==> config.mk <==
export PLATFORM = sky130hd
export DESIGN_NAME = ec_host_port
export DESIGN_NICKNAME = d
export VERILOG_FILES = /design/src/rtl/ec_pkg.sv /design/src/rtl/ec_rst_sync.sv /design/src/rtl/ec_in_latch.sv /design/src/rtl/ec_out_buf.sv /design/src/rtl/ec_seq.sv /design/src/rtl/ec_host_port.sv
export SDC_FILE = /design/constraint.sdc
export NUM_CORES = 1
export LEC_CHECK = 0
export BUFFER_PORTS_ARGS = -buffer_cell sky130_fd_sc_hd__buf_2
export CAP_MARGIN = 10
export CORE_UTILIZATION = 33
export DETAILED_ROUTE_END_ITERATION = 10
export GPL_TIMING_DRIVEN = 0
export HOLD_SLACK_MARGIN = 0.05
export MAX_ROUTING_LAYER = met4
export PLACE_DENSITY = 0.66
export SYNTH_ARGS = -nofsm -noshare
export SYNTH_HDL_FRONTEND = slang
export SYNTH_SLANG_ARGS = --single-unit
export TNS_END_PERCENT = 10
==> constraint.sdc <==
create_clock -name clk -period 1.81 [get_ports clk]
set_input_delay 0.2715 -clock clk [delete_from_list [all_inputs] [get_ports clk]]
set_output_delay 0.2715 -clock clk [all_outputs]
set_load 0.03 [all_outputs]
==> src/rtl/ec_pkg.sv <==
package ec_pkg;

  localparam logic [7:0] CMD_READ    = 8'h80;
  localparam logic [7:0] CMD_WRITE   = 8'h81;
  localparam logic [7:0] CMD_BURST_E = 8'h82;
  localparam logic [7:0] CMD_BURST_D = 8'h83;
  localparam logic [7:0] CMD_QUERY   = 8'h84;

  localparam int ST_OUT_FULL = 0;
  localparam int ST_IN_FULL  = 1;
  localparam int ST_CMD_LAST = 3;
  localparam int ST_BURST    = 4;

  typedef enum logic [2:0] {
    SQ_IDLE    = 3'd0,
    SQ_RD_ADDR = 3'd1,
    SQ_RD_WAIT = 3'd2,
    SQ_WR_ADDR = 3'd3,
    SQ_WR_DATA = 3'd4
  } seq_state_e;

endpackage

==> src/rtl/ec_rst_sync.sv <==
module ec_rst_sync #(
  parameter int STAGES = 2
) (
  input  logic clk,
  input  logic rst_n,
  output logic rst_sync_n
);
  logic [STAGES-1:0] chain_q;

  always_ff @(posedge clk or negedge rst_n) begin
    if (!rst_n) chain_q <= '0;
    else        chain_q <= {chain_q[STAGES-2:0], 1'b1};
  end

  assign rst_sync_n = chain_q[STAGES-1];
endmodule

==> src/rtl/ec_in_latch.sv <==
module ec_in_latch #(
  parameter int DW = 8
) (
  input  logic          clk,
  input  logic          rst_n,
  input  logic          wr,
  input  logic          sel,
  input  logic [DW-1:0] wdata,
  input  logic          consume,
  output logic [DW-1:0] in_byte,
  output logic          in_cmd,
  output logic          ibf
);
  logic          ibf_d;
  logic          ibf_q;
  logic [DW-1:0] byte_q;
  logic          cmd_q;

  always_comb begin
    ibf_d = ibf_q;
    if (consume) ibf_d = 1'b0;
    if (wr)      ibf_d = 1'b1;
  end

  always_ff @(posedge clk or negedge rst_n) begin
    if (!rst_n) begin
      ibf_q  <= 1'b0;
      byte_q <= '0;
      cmd_q  <= 1'b0;
    end else begin
      ibf_q <= ibf_d;
      if (wr) begin
        byte_q <= wdata;
        cmd_q  <= sel;
      end
    end
  end

  assign in_byte = byte_q;
  assign in_cmd  = cmd_q;
  assign ibf     = ibf_q;
endmodule

==> src/rtl/ec_out_buf.sv <==
module ec_out_buf #(
  parameter int DW = 8
) (
  input  logic          clk,
  input  logic          rst_n,
  input  logic          load,
  input  logic [DW-1:0] load_data,
  input  logic          host_take,
  output logic [DW-1:0] data_out,
  output logic          obf
);
  logic          obf_d;
  logic          obf_q;
  logic [DW-1:0] data_q;

  always_comb begin
    obf_d = obf_q;
    if (host_take) obf_d = 1'b0;
    if (load)      obf_d = 1'b1;
  end

  always_ff @(posedge clk or negedge rst_n) begin
    if (!rst_n) begin
      obf_q  <= 1'b0;
      data_q <= '0;
    end else begin
      obf_q <= obf_d;
      if (load) data_q <= load_data;
    end
  end

  assign data_out = data_q;
  assign obf      = obf_q;
endmodule

==> src/rtl/ec_seq.sv <==
module ec_seq
  import ec_pkg::*;
#(
  parameter int DW = 8,
  parameter int AW = 8
) (
  input  logic          clk,
  input  logic          rst_n,
  input  logic          ibf,
  input  logic [DW-1:0] in_byte,
  input  logic          in_cmd,
  output logic          consume,
  output logic [AW-1:0] reg_addr,
  output logic          reg_wr,
  output logic [DW-1:0] reg_wdata,
  output logic          reg_rd,
  input  logic [DW-1:0] reg_rdata,
  output logic          ob_load,
  output logic [DW-1:0] ob_data,
  output logic          burst
);
  seq_state_e    state_q, state_d;
  logic [AW-1:0] addr_q, addr_d;
  logic          burst_q, burst_d;
  logic          addr_en;

  always_comb begin
    state_d   = state_q;
    addr_d    = addr_q;
    addr_en   = 1'b0;
    burst_d   = burst_q;
    consume   = 1'b0;
    reg_addr  = addr_q;
    reg_wr    = 1'b0;
    reg_wdata = in_byte;
    reg_rd    = 1'b0;
    ob_load   = 1'b0;
    ob_data   = '0;
    if (state_q == SQ_RD_WAIT) begin
      ob_load = 1'b1;
      ob_data = reg_rdata;
      state_d = SQ_IDLE;
    end else if (ibf) begin
      consume = 1'b1;
      if (in_cmd) begin
        state_d = SQ_IDLE;
        if (in_byte == DW'(CMD_READ))         state_d = SQ_RD_ADDR;
        else if (in_byte == DW'(CMD_WRITE))   state_d = SQ_WR_ADDR;
        else if (in_byte == DW'(CMD_BURST_E)) burst_d = 1'b1;
        else if (in_byte == DW'(CMD_BURST_D)) burst_d = 1'b0;
        else if (in_byte == DW'(CMD_QUERY))   ob_load = 1'b1;
      end else begin
        case (state_q)
          SQ_RD_ADDR: begin
            reg_rd   = 1'b1;
            reg_addr = AW'(in_byte);
            state_d  = SQ_RD_WAIT;
          end
          SQ_WR_ADDR: begin
            addr_d  = AW'(in_byte);
            addr_en = 1'b1;
            state_d = SQ_WR_DATA;
          end
          SQ_WR_DATA: begin
            reg_wr  = 1'b1;
            state_d = SQ_IDLE;
          end
          default: state_d = SQ_IDLE;
        endcase
      end
    end
  end

  always_ff @(posedge clk or negedge rst_n) begin
    if (!rst_n) begin
      state_q <= SQ_IDLE;
      addr_q  <= '0;
      burst_q <= 1'b0;
    end else begin
      state_q <= state_d;
      burst_q <= burst_d;
      if (addr_en) addr_q <= addr_d;
    end
  end

  assign burst = burst_q;
endmodule

==> src/rtl/ec_host_port.sv <==
module ec_host_port
  import ec_pkg::*;
#(
  parameter int DW = 8,
  parameter int AW = 8
) (
  input  logic          clk,
  input  logic          rst_n,
  input  logic          host_sel,
  input  logic          host_wr,
  input  logic          host_rd,
  input  logic [DW-1:0] host_wdata,
  output logic [DW-1:0] host_rdata,
  output logic [AW-1:0] reg_addr,
  output logic          reg_wr,
  output logic [DW-1:0] reg_wdata,
  output logic          reg_rd,
  input  logic [DW-1:0] reg_rdata
);
  logic          rst_sync_n;
  logic          ibf;
  logic          obf;
  logic          in_cmd;
  logic          burst_q;
  logic          consume;
  logic          ob_load;
  logic [DW-1:0] in_byte;
  logic [DW-1:0] ob_data;
  logic [DW-1:0] data_reg;
  logic [DW-1:0] status;

  ec_rst_sync #(.STAGES(2)) u_rst (
    .clk(clk), .rst_n(rst_n), .rst_sync_n(rst_sync_n)
  );

  ec_in_latch #(.DW(DW)) u_in (
    .clk(clk), .rst_n(rst_sync_n), .wr(host_wr), .sel(host_sel),
    .wdata(host_wdata), .consume(consume), .in_byte(in_byte),
    .in_cmd(in_cmd), .ibf(ibf)
  );

  ec_seq #(.DW(DW), .AW(AW)) u_seq (
    .clk(clk), .rst_n(rst_sync_n), .ibf(ibf), .in_byte(in_byte),
    .in_cmd(in_cmd), .consume(consume), .reg_addr(reg_addr),
    .reg_wr(reg_wr), .reg_wdata(reg_wdata), .reg_rd(reg_rd),
    .reg_rdata(reg_rdata), .ob_load(ob_load), .ob_data(ob_data),
    .burst(burst_q)
  );

  ec_out_buf #(.DW(DW)) u_out (
    .clk(clk), .rst_n(rst_sync_n), .load(ob_load), .load_data(ob_data),
    .host_take(host_rd && !host_sel), .data_out(data_reg), .obf(obf)
  );

  always_comb begin
    status              = '0;
    status[ST_OUT_FULL] = obf;
    status[ST_IN_FULL]  = ibf;
    status[ST_CMD_LAST] = in_cmd;
    status[ST_BURST]    = burst_q;
  end

  assign host_rdata = host_sel ? status : data_reg;
endmodule

**Word-level counts from Yosys, hierarchy flattened**

Index checks and enable logic that the tools add are counted.

- Bitwise gates (word level): 4
- Equal/unequal tests: 9
- Reduce and logical (&&, ||, !) cells: 8
- Muxes and demuxes: 40

Operators with widths:

| kind | count |
|---|---|
| $mux W8 | 6 |
| $eq A8 B8 Y1 const B | 5 |
| $mux W1 | 28 |
| $mux W3 | 4 |
| $reduce_bool A2 Y1 | 4 |
| $eq A3 B2 Y1 const B | 2 |
| $pmux W3 S2 | 1 |
| $reduce_and A6 Y1 | 1 |
| $reduce_and A5 Y1 | 1 |
| $not A1 Y1 | 4 |
| $eq A3 B1 Y1 const B | 1 |
| $eq A3 B3 Y1 const B | 1 |
| $mux W2 | 1 |
| $logic_and A1 B1 Y1 | 1 |
| $logic_not A1 Y1 | 1 |

- Flip-flop bits (word level): 33
- Output and inout bits: 26
- Logic and storage cells: 70
- Input bits: 21

**Depth between registers and ports, before layout**

Gate-level depths: netlist of the first run.

- Word-level depth: 10
- Gate-level depth with buffers: 4
- Depth with buffers taken out: 3

**Modules after synthesis**

From an unflattened synthesis of the first run, not the netlist that was laid out.

- Cells, all modules: 127
- Area, all modules: 1739.2 um2

By module, submodules not included:

| module | sequential area each (um2) | instances | area an instance (um2) | cells each |
|---|---|---|---|---|
| ec_seq | 300.3 | 1 | 792.0 | 72 |
| ec_in_latch | 250.2 | 1 | 409.1 | 22 |
| ec_out_buf | 225.2 | 1 | 369.1 | 20 |
| ec_host_port | 0.0 | 1 | 115.1 | 10 |
| ec_rst_sync | 50.0 | 1 | 53.8 | 3 |

**Worst setup path after synthesis of the first run**

OpenSTA, ideal clock, no wires.

- Path kind: register to output
- From: reg u_seq.state_q[2]
- To: out reg_addr[0]
- Path slack: -10 ps
- Arrival: 1549 ps
- Path buffers: 1
- Data required time: 1539 ps
- Stages on the path, launching flop included: 5
- Path through: dfrtp_1 -> and4bb_1 -> and2b_1 -> buf_2 -> mux2_1

- Word-level cells in the longest chain between the ends: 5
- Elaborated cells between the ends (all ways): 6
- Those cells by class: 2 x eq/ne; 4 x mux

RTL lines:

| element | line | text |
|---|---|---|
| start: declaration | ec_seq.sv:22 | `seq_state_e state_q, state_d;` |
| start signal: assignment | ec_seq.sv:80 | `state_q <= state_d;` |
| $eq A3 B1 Y1 | ec_seq.sv:53 | `case (state_q)` |
| $mux W8 | ec_seq.sv:53 |  |
| $mux W8 | ec_seq.sv:45 | `if (in_cmd) begin` |
| $mux W8 | ec_seq.sv:43 | `end else if (ibf) begin` |
| $mux W8 (*) | ec_seq.sv:39 | `if (state_q == SQ_RD_WAIT) begin` |
| end: declaration | ec_host_port.sv:14 | `output logic [AW-1:0] reg_addr,` |

Every way passes the cells marked *; elsewhere a longest branch is shown, timed or not.

**Worst setup path after layout of the first run**

- From: reg u_seq.state_q[2]
- To: out reg_addr[4]

Same word-level chain as after synthesis.

==> results of run 1 <==
[worst min-delay path by stage]
stage	startpoint	to	depth (start not counted)
final	reg_rdata[6]	u_out.data_out[6]	3
after global routing	host_wdata[1]	u_in.in_byte[1]	2
after CTS	reg_rdata[2]	u_out.data_out[2]	3
after detailed placement	rst_n	u_rst.chain_q[1]	1
after global placement	rst_n	u_rst.chain_q[0]	1
after floorplan	rst_n	u_rst.chain_q[0]	0
[registers in the layout, summed over array words and instances (netlist names)]
name	count
u_in.in_byte	8
u_out.data_out	8
u_seq.addr_q	8
u_seq.state_q	3
u_rst.chain_q	2
u_in.ibf	1
u_in.in_cmd	1
u_out.obf	1
u_seq.burst	1
[kinds of logic after synthesis]
logic type             Yosys count  share of synthesized area
AOI/OAI and AO/OA               14                    0.05862
buffers and inverters            8                    0.02261
DFF                             33                     0.5528
muxes                           30                     0.2253
other                            1                   0.002510
and+or+nand+nor                 36                     0.1382
[timing repair]
action | in CTS | in global routing
endpoints found under the hold margin | 2 | 0
setup buffers | 5 | 0
pin swaps | 1 | 1
hold buffers | 1 | 0
setup endpoints to repair | 9 | 8
gates resized for setup | 28 | 2
gates cloned | 1 | 0
[worst register-to-register path: cells and delay by family, from the launching register on]
kind	cells	cell delay, ps
flip-flops	1	380
buffers and inverters	2	350
AO/OA/AOI/OAI	1	280
AND/OR/NAND/NOR	2	560
[cells in the mapped netlist (all sizes together)]
cell and n:
conb 1, nand2b 2, nand2 17, mux2i 1
and2b 1, clkbuf 2, and4bb 1, nor4b 1
nor2b 5, o21ai 9, nor3b 1, nand4 1
and3b 1, a211o 2, mux2 29, inv 3
buf 3, o211a 1, and4 2, or3b 1
nor2 2, dfrtp 33, nor4 1, a21o 2
[power by group through the flow]
stage	logic (W)	registers, W	clock network (W)
final	0.000223	0.000827	0.000552
after global routing	0.000241	0.000836	0.000602
after CTS	0.000225	0.000828	0.000575
after detailed placement	0.000213	0.000843	0
after global placement	0.000196	0.000847	0
after floorplan	0.000103	0.000870	0
[area by class of cell]
cell class,instances,area share
inverter,3,0.005518
sequential,33,0.4053
buffer,5,0.01410
timing repair buffer,52,0.1747
multi-input combinational,81,0.3262
clock buffer,7,0.04231
tap,52,0.03188
[per-layer routing]
layer / global-route usage / up-vias / routed length (um)
met1: 0.2108 / 528 / 1598
met5: - / - / 0
met4: 0.05442 / 0 / 50
met3: 0.05669 / 6 / 208
met2: 0.2050 / 44 / 1416
li1: - / 540 / -
[metrics by stage]
step / power [W] / hold WS (ps) / util
2_1_floorplan: 0.0009732 / -24.09 / -
3_3_place_gp: 0.001043 / 58.41 / 0.4086
3_5_place_dp: 0.001056 / 59.25 / 0.4149
4_1_cts: 0.001628 / 194.9 / 0.4670
5_1_grt: 0.001679 / 199.7 / 0.4687
6_report: 0.001602 / 201.1 / 0.4687
==> results.sh, run 1 <==
export IMPL_grt_pass1_wl_um=5444
export IMPL_dp_cells=219
export IMPL_nets=202
export IMPL_syn2layout_area_growth_pct=36.60
export IMPL_pwr_share_seq=0.516
export IMPL_cts_htree_levels=2
export IMPL_worst_path_stages=5
export IMPL_period_share=1.111
export IMPL_num_vias=1118
export IMPL_synth_area_top_cells="dfrtp_1, mux2_2, mux2_1"
export IMPL_dp_slack_ps=-69.48
export IMPL_hold_viol=0
export IMPL_finalSetupViolations=8
export IMPL_cts_tree="yes"
export IMPL_layout_common_cells="buf_2, dfrtp_1, mux2_2"
export IMPL_critical_path_endpoint="reg_addr[4]"
export IMPL_insertion_delay_ps=290
export IMPL_cts_buffers=5
export IMPL_start_util=0.3431
export IMPL_layout_drive_gt1_share=0.5138
export IMPL_fmax_ghz=0.4974
export IMPL_die_x_um=69.29
export IMPL_synth_seq_cells=33
export IMPL_critPathRequiredTime_ps=1540
export IMPL_p_leak_nw=1.065
export IMPL_via_per_inst=4.798
export IMPL_critPathSlowestCell="dfrtp_1"
export IMPL_tightest_slew_ps=647.0
export IMPL_r2r_cells=5
export IMPL_postSynthCellCount=122
export IMPL_grt_pass1_vias=1067
export IMPL_violations="negative setup slack"
export IMPL_final_min_clock_period_ps=2011
export IMPL_fin_cells=233
export IMPL_crit_buf_inv=2
export IMPL_grt_setup_unrepaired="true"
export IMPL_synth_top_cell_by_area="dfrtp_1"
export IMPL_crit_fanout=5
export IMPL_p_sw_w=0.0004241
export IMPL_combPwrFrac=0.139
export IMPL_synth_top_area_frac=0.5528
export IMPL_p_sw_frac=0.2646
export IMPL_cp_startpoint="u_seq.state_q[2]"
export IMPL_seq_area_frac_synth=0.5528
export IMPL_status="finished with violations"
export IMPL_critPathTopFamily="simple AND/OR/NAND/NOR gates"
export IMPL_skew_ps=5.171
export IMPL_drc_errors=0
export IMPL_dr_first_iter_drc_count=53
export IMPL_cts_buffer_depth=2
export IMPL_drv_slew=0
export IMPL_fp_row_count=24
export IMPL_cpMostUsedCell="buf_6"
export IMPL_r2r_slack_ps=130
export IMPL_yosysWarnings=0
export IMPL_path_clk_slew_ps=60
export IMPL_grt_usage=0.1528
export IMPL_place_area_mm2=0.001807
export IMPL_crit_type="reg2out"
export IMPL_clockPowerShare=0.345
export IMPL_regArea_um2=827.0
export IMPL_arrival_ps=1740
export IMPL_internal_power_w=0.001178
export IMPL_regToRegEndpoint="u_seq.state_q[1]"
export IMPL_final_common_cell="buf_2"
export IMPL_avgSynthCellArea_um2=12.25
export IMPL_post_dp_hpwl_um=2127
export IMPL_gr_total_overflow=0
export IMPL_ant_nets=0
export IMPL_path_cells="and4bb_1 > and2b_2 > buf_6 > mux2_4 > buf_6"
export IMPL_hp_class="in2reg"
export IMPL_multi_input_area_um2=665.6
export IMPL_irDropWorstVdd_uv=542.2
export IMPL_setup_tns_ps=-1531
export IMPL_gp_congestion=0.7154
export IMPL_endpoint_kind="output port"
export IMPL_dieHeight_um=69.29
export IMPL_drt_wl_total_um=3274
export IMPL_antenna_found_initial=0
export IMPL_antennaDiodeCount=0
export IMPL_reg2reg_from="u_seq.state_q[0]"
export IMPL_power_density_mw_per_mm2=785.2
export IMPL_slew_headroom=0.5687
export IMPL_worstSetupStartpointType="flop"
export IMPL_grt_max_degree=19
export IMPL_final_cell_area_mm2=0.002041
export IMPL_coreArea_mm2=0.004354
export IMPL_cp_slowest_stage_delay_ps=380
export IMPL_synth_cell_types=27
export IMPL_cap_viol_max_count=0
export IMPL_die_area_mm2=0.004800
export IMPL_syn_area_mm2=0.001494
export IMPL_detail_route_wl_per_cell_um=14.05
export IMPL_io_pins=47
export IMPL_portBuffers=44
export IMPL_first_pass_iters=4
export IMPL_nFillCells=395
export IMPL_cts_sinks=33
export IMPL_worst_slack_ps=-200.6
export IMPL_cts_root_buf="clkbuf_8"
export IMPL_synth_nets=143
Note: power is estimated with default switching activity, not from simulation.
==> run 2: changes to the inputs <==
--- a/config.mk
+++ b/config.mk
@@ -13,6 +13,7 @@
 export HOLD_SLACK_MARGIN = 0.05
 export MAX_ROUTING_LAYER = met4
 export PLACE_DENSITY = 0.66
+export SKIP_CTS_REPAIR_TIMING = 1
 export SYNTH_ARGS = -nofsm -noshare
 export SYNTH_HDL_FRONTEND = slang
 export SYNTH_SLANG_ARGS = --single-unit
==> run 2 against run 1 <==
The run still ends with negative setup slack left. Maximum frequency decreased by 2.0%. Flip-flop and latch count unchanged. Sequential power about the same. Setup slack got worse by 40 ps. Non-clock buffer count decreased by 2. Count of clock-buffer cells in the layout unchanged. Register-to-register slack got worse by 40 ps. Final area decreased by 0.49%. Final cell count decreased by 0.86%. Total power decreased by 0.11%. Clock skew about the same. Critical endpoint unchanged. Largest cell class unchanged.
==> results.sh, run 2 (synthesis gave the netlist of run 1 again) <==
export IMPL_p_leak_nw=1.050
export IMPL_p_sw_w=0.0004228
export IMPL_cts_sinks=33
export IMPL_antennaDiodeCount=0
export IMPL_cts_buffer_depth=2
export IMPL_drc_errors=0
export IMPL_portBuffers=44
export IMPL_p_sw_frac=0.2641
export IMPL_post_dp_hpwl_um=2127
export IMPL_slew_headroom=0.5725
export IMPL_regToRegEndpoint="u_out.data_out[3]"
export IMPL_internal_power_w=0.001178
export IMPL_pwr_share_seq=0.518
export IMPL_r2r_slack_ps=90
export IMPL_drv_slew=0
export IMPL_worstSetupStartpointType="flop"
export IMPL_place_area_mm2=0.001807
export IMPL_cts_htree_levels=2
export IMPL_arrival_ps=1780
export IMPL_dp_cells=219
export IMPL_io_pins=47
export IMPL_power_density_mw_per_mm2=788.2
export IMPL_final_cell_area_mm2=0.002031
export IMPL_dieHeight_um=69.29
export IMPL_die_x_um=69.29
export IMPL_syn2layout_area_growth_pct=35.93
export IMPL_antenna_found_initial=0
export IMPL_num_vias=1120
export IMPL_timing_hold_ws_ps=201.5
export IMPL_die_area_mm2=0.004800
export IMPL_status="finished with violations"
export IMPL_r2r_cells=4
export IMPL_fp_row_count=24
export IMPL_final_min_clock_period_ps=2051
export IMPL_finalSetupViolations=8
export IMPL_grt_pass1_wl_um=5071
export IMPL_period_share=1.133
export IMPL_worst_slack_ps=-240.7
export IMPL_detail_route_wl_per_cell_um=13.90
export IMPL_tightest_slew_ps=641.3
export IMPL_coreArea_mm2=0.004354
export IMPL_grt_pass1_vias=1034
export IMPL_combPwrFrac=0.137
export IMPL_nets=200
export IMPL_violations="negative setup slack"
export IMPL_crit_type="reg2out"
export IMPL_layout_drive_gt1_share=0.5196
export IMPL_gr_total_overflow=0
export IMPL_crit_fanout=5
export IMPL_cap_viol_max_count=0
export IMPL_final_common_cell="buf_2"
export IMPL_hold_end="u_out.data_out[2]"
export IMPL_holdPathStages=3
export IMPL_cts_root_buf="clkbuf_8"
export IMPL_grt_usage=0.1415
export IMPL_path_clk_slew_ps=60
export IMPL_fmax_ghz=0.4876
export IMPL_clockPowerShare=0.345
export IMPL_skew_ps=5.063
export IMPL_insertion_delay_ps=290
export IMPL_critPathRequiredTime_ps=1540
export IMPL_reg2reg_from="u_in.in_byte[5]"
export IMPL_endpoint_kind="output port"
export IMPL_fin_cells=231
export IMPL_worstHoldStart="reg_rdata[2]"
export IMPL_ant_nets=0
export IMPL_hold_viol=0
export IMPL_hp_class="in2reg"
export IMPL_dr_first_iter_drc_count=52
export IMPL_cts_buffers=5
export IMPL_total_power_w=0.001601
export IMPL_via_per_inst=4.848
export IMPL_cts_tree="yes"
export IMPL_grt_setup_unrepaired="true"
export IMPL_drt_wl_total_um=3211
export IMPL_layout_common_cells="buf_2, dfrtp_1, mux2_2"
export IMPL_gp_congestion=0.7154
export IMPL_start_util=0.3431
export IMPL_grt_max_degree=19
export IMPL_first_pass_iters=4
export IMPL_irDropWorstVdd_uv=540.8
-- run 2: cell count changes in the layout (fill, tap and decap cells not counted) --
| cell | delta |
|---|---|
| dfrtp_1 | -2 |
| dfrtp_2 | +2 |
| buf_2 | -1 |
| buf_4 | -1 |
-- run 2: metal layers --
| metal | track usage | vias to the layer above | routed length [um] |
|---|---|---|---|
| met3 | 0.05233 | 6 | 243 |
| li1 | - | 537 | - |
| met4 | 0.05442 | 0 | 50 |
| met1 | 0.1909 | 531 | 1512 |
| met5 | - | - | 0 |
| met2 | 0.1931 | 46 | 1406 |
-- run 2: power by group through the flow --
stage / Sequential (W) / Clock (W) / Combinational (W)
after floorplan: 0.000870 / 0 / 0.000103
after detailed placement: 0.000843 / 0 / 0.000213
final: 0.000830 / 0.000552 / 0.000219
after global routing: 0.000839 / 0.000602 / 0.000237
after global placement: 0.000847 / 0 / 0.000196
after CTS: 0.000830 / 0.000575 / 0.000214
-- run 2: cell type report --
type	count	area (um^2)
plain buffers	5	28.78
clock buffers	7	86.33
fillers	394	2323
inverters	3	11.26
multi-input cells	81	665.6
flip-flops and latches	33	829.5
well taps	52	65.06
repair buffers	50	344.1
-- run 2: stage by stage --
step	setup TNS (ps)	utilization	setup slack, ps
CTS	-3177	0.4348	-395.3
global route	-2348	0.4664	-302.5
detailed placement	-470.5	0.4149	-69.48
finish	-1864	0.4664	-240.7
global placement	-403.2	0.4086	-62.60
floorplan	-67.38	-	-9.625
-- run 2: worst max path at each step --
stage | startpoint | endpoint | slack (ps) | depth (start not counted)
floorplan | u_seq.state_q[2] | reg_addr[1] | -10 | 4
global placement | u_seq.state_q[2] | reg_addr[1] | -60 | 5
detailed placement | u_seq.state_q[2] | reg_addr[4] | -70 | 5
CTS | u_seq.state_q[2] | reg_addr[4] | -400 | 5
global route | u_in.in_cmd | reg_addr[4] | -300 | 5
finish | u_in.in_cmd | reg_addr[4] | -240 | 5
-- run 2: critical path: stages, from the launching register on --
cell,delay [ps]
dfrtp_1,410
and4bb_1,300
and2b_2,190
buf_6,150
mux2_4,310
buf_6,140
==> run 3: changes to the inputs <==
--- a/config.mk
+++ b/config.mk
@@ -13,6 +13,7 @@
 export HOLD_SLACK_MARGIN = 0.05
 export MAX_ROUTING_LAYER = met4
 export PLACE_DENSITY = 0.66
+export SETUP_SLACK_MARGIN = 0.1
 export SKIP_CTS_REPAIR_TIMING = 1
 export SYNTH_ARGS = -nofsm -noshare
 export SYNTH_HDL_FRONTEND = slang
==> run 3 against run 2 <==
The flow still finishes with violations (negative setup slack). Global-route usage grew 0.092 points. Via count shrank 1.6%. Sequential share of layout area is essentially flat. Maximum frequency grew 0.24%. Utilization is essentially flat. Die area is the same. First-iteration DRC count grew 17%. Setup slack gained 4.9 ps. Wire length grew 0.25%. Sequential power is essentially flat.
==> results.sh, run 3 (synthesis gave the netlist of run 1 again) <==
export IMPL_skew_ps=4.719
export IMPL_path_cells="and4bb_1 > and2b_2 > buf_6 > mux2_4 > buf_6"
export IMPL_gr_total_overflow=0
export IMPL_cts_sinks=33
export IMPL_nFillCells=396
export IMPL_cts_buffer_depth=2
export IMPL_dp_slack_ps=-17.38
export IMPL_portBuffers=44
export IMPL_layout_drive_gt1_share=0.5225
export IMPL_fmax_ghz=0.4888
export IMPL_final_util=0.4661
export IMPL_coreArea_mm2=0.004354
export IMPL_worst_slack_ps=-235.8
export IMPL_cts_root_buf="clkbuf_8"
export IMPL_num_vias=1102
export IMPL_grt_pass1_vias=1025
export IMPL_dieHeight_um=69.29
export IMPL_critPathTopFamily="simple AND/OR/NAND/NOR gates"
export IMPL_pwr_share_seq=0.522
export IMPL_dr_first_iter_drc_count=61
export IMPL_final_min_clock_period_ps=2046
export IMPL_place_area_mm2=0.001809
export IMPL_nets=199
export IMPL_cts_buffers=5
export IMPL_hold_viol=0
export IMPL_tightest_slew_ps=677.3
export IMPL_layout_common_cells="buf_2, dfrtp_1, mux2_2"
export IMPL_cap_viol_max_count=0
export IMPL_path_clk_slew_ps=60
export IMPL_finalSetupViolations=8
export IMPL_p_leak_nw=1.048
export IMPL_crit_fanout=5
export IMPL_status="finished with violations"
export IMPL_fin_cells=230
export IMPL_violations="negative setup slack"
export IMPL_combPwrFrac=0.136
export IMPL_p_sw_frac=0.2616
export IMPL_internal_power_w=0.001175
export IMPL_final_common_cell="buf_2"
export IMPL_power_density_mw_per_mm2=784.0
export IMPL_worstSetupStartpointType="flop"
export IMPL_grt_max_degree=19
export IMPL_cts_tree="yes"
export IMPL_p_sw_w=0.0004162
export IMPL_clockPowerShare=0.342
export IMPL_final_cell_area_mm2=0.002029
export IMPL_die_area_mm2=0.004800
export IMPL_antenna_found_initial=0
export IMPL_antennaDiodeCount=0
export IMPL_insertion_delay_ps=280
export IMPL_grt_setup_unrepaired="true"
export IMPL_fp_row_count=24
export IMPL_drt_wl_total_um=3219
export IMPL_slew_headroom=0.5485
export IMPL_cpMostUsedCell="buf_6"
export IMPL_irDropWorstVdd_uv=441.4
export IMPL_die_x_um=69.29
export IMPL_syn2layout_area_growth_pct=35.85
export IMPL_cts_htree_levels=2
export IMPL_io_pins=47
export IMPL_crit_buf_inv=2
export IMPL_start_util=0.3431
export IMPL_hp_class="in2reg"
export IMPL_critPathSlowestCell="dfrtp_1"
export IMPL_drc_errors=0
export IMPL_first_pass_iters=4
export IMPL_crit_type="reg2out"
export IMPL_arrival_ps=1770
export IMPL_post_dp_hpwl_um=2221
export IMPL_drv_slew=0
export IMPL_grt_usage=0.1424
export IMPL_detail_route_wl_per_cell_um=14.00
export IMPL_cp_slowest_stage_delay_ps=420
export IMPL_critPathRequiredTime_ps=1540
export IMPL_endpoint_kind="output port"
export IMPL_dp_cells=219
export IMPL_via_per_inst=4.791
export IMPL_period_share=1.130
export IMPL_ant_nets=0
export IMPL_grt_pass1_wl_um=5140
export IMPL_gp_congestion=0.7007
==> run 3: changes by cell type in the layout (fill, tap and decap cells not counted), sizes merged <==
cell | previous run | this run
buf | 52 | 51
==> run 3: layout make-up <==
type                            count  area, um^2  share of cell area
Multi-Input combinational cell     81       671.9              0.3311
Timing Repair Buffer               49       336.6              0.1658
Tap cell                           52       65.06             0.03206
Clock buffer                        7       86.33             0.04254
Inverter                            3       11.26            0.005549
Buffer                              5       28.78             0.01418
Sequential cell                    33       829.5              0.4088
==> run 3: power by group through the flow <==
stage	Combinational, W	Sequential (W)	Clock [W]
6_report	0.000216	0.000830	0.000544
5_1_grt	0.000236	0.000839	0.000595
4_1_cts	0.000216	0.000829	0.000565
3_5_place_dp	0.000215	0.000843	0
3_3_place_gp	0.000197	0.000847	0
2_1_floorplan	0.000103	0.000870	0
==> run 3: worst register-to-register path, cell delays in order (launching register included) <==
cell     delay, ps
dfrtp_2        450
or3b_1         370
buf_2          190
and4_4         200
a211o_1        280
==> run 3: path summary, 6_finish.rpt <==
check	endpoint	depth (start not counted)	startpoint	slack, ps
worst max-delay path	reg_addr[1]	5	u_in.in_cmd	-240
worst min-delay path	u_out.data_out[2]	3	reg_rdata[2]	210
worst max register to register	u_seq.state_q[1]	4	u_seq.state_q[0]	210
worst min register to register	u_in.in_cmd	0	u_rst.chain_q[1]	280
max in group asynchronous	u_seq.state_q[0]	1	u_rst.chain_q[1]	1010
min in group asynchronous	u_in.in_cmd	0	u_rst.chain_q[1]	280
==> run 3: metal layers <==
layer,GRT usage,up-vias,share of wire
met3,0.04215,5,0.076
met4,0.05442,0,0.012
met5,-,-,0
li1,-,535,-
met1,0.1954,516,0.49
met2,0.1985,46,0.42
==> run 3: through the flow <==
step	hold WS, ps	total power (W)	TNS, ps
floorplan	-24.09	0.0009730	0
global placement	58.21	0.001044	0
detailed placement	58.31	0.001058	-49.53
CTS	-243.7	0.001610	-2571
global route	208.2	0.001670	-2433
finish	211.5	0.001591	-1813
